$ cat config.mk
export PLATFORM = sky130hd
export DESIGN_NAME = lpc_datapath
export DESIGN_NICKNAME = d
export VERILOG_FILES = /design/src/rtl/lpc_pkg.sv /design/src/rtl/lpc_datapath.sv
export SDC_FILE = /design/constraint.sdc
export NUM_CORES = 1
export LEC_CHECK = 0
export ABC_AREA = 1
export BUFFER_PORTS_ARGS = -buffer_cell sky130_fd_sc_hd__buf_4
export CAP_MARGIN = 5
export CORE_AREA = 5 5 42 44
export CTS_BUF_LIST = sky130_fd_sc_hd__clkbuf_4
export CTS_CLUSTER_DIAMETER = 50
export DETAILED_ROUTE_END_ITERATION = 8
export DIE_AREA = 0 0 47 49
export PLACE_DENSITY = 0.78
export SYNTH_ARGS = -nofsm -noshare
export SYNTH_HDL_FRONTEND = slang
export SYNTH_SLANG_ARGS = --single-unit
$ cat constraint.sdc
create_clock -name clk -period 2.2 [get_ports clk]
set_input_delay 0.22 -clock clk [delete_from_list [all_inputs] [get_ports clk]]
set_output_delay 0.22 -clock clk [all_outputs]
set_load 0.1 [all_outputs]
$ cat src/rtl/lpc_pkg.sv
`timescale 1ns/1ps
package lpc_pkg;

  // Strobes handed from control to datapath each cycle
  typedef struct packed {
    logic dataValid;  // stage-1 register holds a word captured after reset
    logic chkValid;   // stage-2 registers hold a full word/parity pair
    logic useSel;     // fold selIn into the check (port acts as input)
    logic sumDrive;   // port drives the partial sum
    logic pinDrive;   // error pin may pull low
  } lpcStrobeT;

endpackage

$ cat src/rtl/lpc_datapath.sv
`timescale 1ns/1ps
module lpc_datapath
  import lpc_pkg::*;
#(
  parameter int DATA_W = 10
) (
  input  logic              clk,
  input  logic              rstN,
  input  lpcStrobeT         strb,
  input  logic [DATA_W-1:0] dataIn,
  input  logic              parIn,
  input  logic              selIn,
  input  logic              errEnIn,
  output logic              errN,
  output logic              selOut,
  output logic              errPullLow
);

  logic [DATA_W-1:0] dataReg;
  logic [DATA_W:0]   xorChain;
  logic              wordPar;
  logic              wordParReg;
  logic              parReg;
  logic              selReg;
  logic              errEnReg;
  logic              checkBit;

  // Stage 1: capture the data word
  always_ff @(posedge clk or negedge rstN) begin
    if (!rstN) dataReg <= '0;
    else       dataReg <= dataIn;
  end

  // XOR chain over the held word
  assign xorChain[0] = 1'b0;
  generate
    for (genvar i = 0; i < DATA_W; i++) begin : g_xor
      assign xorChain[i+1] = xorChain[i] ^ dataReg[i];
    end
  endgenerate
  assign wordPar = xorChain[DATA_W];

  // Stage 2: reduced word parity plus the late-arriving bits
  always_ff @(posedge clk or negedge rstN) begin
    if (!rstN) begin
      wordParReg <= 1'b0;
      parReg     <= 1'b0;
      selReg     <= 1'b0;
      errEnReg   <= 1'b1;
    end else begin
      wordParReg <= wordPar;
      parReg     <= parIn;
      selReg     <= strb.useSel ? selIn : 1'b0;
      errEnReg   <= errEnIn;
    end
  end

  assign checkBit = wordParReg ^ parReg ^ selReg;

  // Stage 3: registered active-low error flag
  always_ff @(posedge clk or negedge rstN) begin
    if (!rstN) begin
      errN <= 1'b1;
    end else if (strb.chkValid) begin
      errN <= !(checkBit && !errEnReg);
    end
  end

  assign selOut     = wordPar ^ parIn;
  assign errPullLow = strb.pinDrive && !errN;

  AST_ERR_TIMING: assert property (@(posedge clk) disable iff (!rstN)
    $past(strb.chkValid) |-> errN == !(((^$past(dataIn, 3)) ^ $past(parIn, 2) ^
      ($past(strb.useSel, 2) ? $past(selIn, 2) : 1'b0)) && !$past(errEnIn, 2)));

  AST_FILL_QUIET: assert property (@(posedge clk) disable iff (!rstN)
    !strb.chkValid |=> $stable(errN));

  AST_SUPPRESS: assert property (@(posedge clk) disable iff (!rstN)
    errEnIn |=> ##1 errN);

  AST_PARTIAL_SUM: assert property (@(posedge clk) disable iff (!rstN)
    strb.dataValid |-> selOut == ((^$past(dataIn)) ^ parIn));

endmodule

==> results.cfg <==
[run_status]
status = complete, no violations

[floorplanning]
num_rows = 14
start_util = 0.4437
die_h_microns = 49
core-area_sq_mm = 0.001401
die_area_sq_mm = 0.002303
pin_count = 23
die_x_microns = 47

[global_route]
grt_overflow = 0
grt.total_usage = 0.1246
grt_max_degree = 16
antenna_found_initial = 0
grt_pass1_wl_microns = 2021
grt_pass1_vias = 568

[worst_setup_path]
cp.required_ps = 1980
slowest_delay_ps = 390
cpMostUsedCell = nand2_1
worstSetupEndpointType = output pin
r2r-end = wordParReg
worst_r2r_startpoint = dataReg[1]
worstPathArrival_ps = 1650
critPathMaxFanout = 2
crit_path_start_kind = flop
cp.buffers_inverters = 3
criticalPathCategory = flop to output pin
crit_chain = inv_1 > nand2_1 > nand2_1 > nand2_1 > nand2_1 > inv_1 > nand2_1 > nand3_1 > nand2_1 > nand2_1 > nand2_1 > buf_4
reg2regPathDepth = 10
r2r_slack_ps = 1080
cp_slowest_cell = dfrtp_1
cp.depth = 12
crit_family = simple AND/OR/NAND/NOR gates

[timing]
slew_headroom = 0.8152
fin_crit_sh = 0.8506
tns_ps = 0
max_freq_ghz = 0.5344
fin_worst_skew_ps = 0.7850
slew_violations = 0
fin_crit_ps = 1871
finalSetupViolCount = 0
max_slew.worst_pin.slew_ps = 279.5
finalHoldViolations = 0
rsz0062_at_grt = no

[clocking]
path_clk_slew_ps = 80
cts_setup_buffers = 0
htree_levels = 1
root_buffer = clkbuf_4
cts_tree = yes
cts.path.max_buffers = 2
numClockSinks = 15
cts_made_buffers = 3
clkLatencyLatePin_ps = 280

[cells_and_area]
fin_nets = 115
syn_to_final_growth_pct = 33.80
instances_no_fill = 110
layout_commonest_cell = nand2_1
diodes = 0
drive_gt1_frac = 0.2979
mostFrequentLayoutCells = 26 x nand2_1, 20 x buf_4, 13 x inv_1, 13 x dfrtp_1, 5 x nand3_1

[placement]
place_inst = 105
io_buffers = 20
place_congestion = 0.6679
hpwl_microns = 908.1

[route]
drc = 0
avgViaCountPerCell = 4.482
wl_per_cell_microns = 9.982
vias = 493
drtIter0Drc = 1
wl_microns = 1098
drtPass1Iterations = 5
ant_nets = 0

[synth]
seq_area_frac_synth = 0.6076
ys_warn_count = 0
synth_cells = 69
syn_area_per_cell_sq_um = 9.012
syn-num-nets = 89
netlist_area_sq_um = 621.8
yosys_register_bits = 15
synth_cell_type_count = 11

[pwr]
leakagePower_nw = 0.4788
power.density_mw_per_mm2 = 781.3
vdd_drop_max_mv = 0.4995

[worst_hold_path]
min_to = dataReg[8]
hp-class = input pin to flop
hp-start = dataIn[8]
whs_path_depth = 1

[run]
maxCapViolCount = 0
==> cell families after synthesis <==
| group | Yosys count | synth area share |
|---|---|---|
| buffers and inverters | 14 | 0.08451 |
| AO/OA/AOI/OAI | 1 | 0.01007 |
| XOR/XNOR | 6 | 0.08452 |
| flip-flops | 15 | 0.6076 |
| AND/OR/NAND/NOR | 33 | 0.2133 |
==> where the power goes <==
part | internal [W] | switching (W) | total [W]
registers | 0.000298 | 0.0000124 | 0.000311
logic | 0.0000577 | 0.000114 | 0.000171
clock network | 0.0000828 | 0.0000851 | 0.000168
==> metal layers <==
metal  vias to the layer above  share of wire  track usage
li1                        252              -            -
met1                       225           0.31       0.1183
met2                        11           0.61       0.2172
met3                         5          0.036      0.02214
met4                         0          0.040      0.09677
met5                         -              0            0
==> cells in the mapped netlist <==
| cell | instances | area [sq um] |
|---|---|---|
| nand3_1 | 5 | 25.02 |
| inv_2 | 1 | 3.750 |
| dfrtp_1 | 13 | 325.3 |
| nor2_1 | 1 | 3.750 |
| dfstp_2 | 2 | 52.55 |
| inv_1 | 13 | 48.80 |
| xnor2_1 | 3 | 26.28 |
| xor2_1 | 3 | 26.28 |
| o22ai_1 | 1 | 6.260 |
| nand2_2 | 1 | 6.260 |
| nand2_1 | 26 | 97.59 |
==> timing repair <==
item,4_1_cts,5_1_grt
gates resized for setup,0,0
hold endpoints to repair,15,0
hold buffers,1,0
==> stage by stage <==
step / util / area [sq um] / power, W / setup WS [ps] / hold slack (ps)
finish: 0.5938 / 832.0 / 0.0006501 / 328.6 / 35.88
global route: 0.5938 / 832.0 / 0.0006920 / 177.2 / 9.156
CTS: 0.5938 / 832.0 / 0.0006601 / 297.5 / 23.73
detailed placement: 0.5652 / 792.0 / 0.0004891 / 623.2 / 80.04
global placement: 0.5652 / 792.0 / 0.0004822 / 691.0 / 76.15
floorplan: - / 621.8 / 0.0004350 / 120.7 / -75.59
==> how the worst max path moves through the flow <==
stage,start,end
after CTS,dataReg[1],selOut
after floorplan,errN,errPullLow
after global routing,dataReg[1],selOut
after detailed placement,dataReg[1],selOut
final,dataReg[1],selOut
after global placement,dataReg[5],selOut
==> worst register-to-register path: cells and delay by family, from the launching register on <==
kind / cells / cell delay (ps)
flip-flops: 1 / 390
AND/OR/NAND/NOR: 7 / 480
buffers and inverters: 3 / 150
==> state kept, by name, summed over array words and instances, names as in the netlist <==
name,cells
parReg,1
errN,1
wordParReg,1
selReg,1
dataReg,10
errEnReg,1
==> final cells by class <==
type | instances | area [sq um]
clock buffers | 4 | 30.03
fillers | 129 | 569.3
inverters | 14 | 52.55
multi-input cells | 40 | 191.4
flip-flops and latches | 15 | 377.9
well taps | 16 | 20.02
repair buffers | 21 | 160.2
Power figures use the tool's default switching activity.
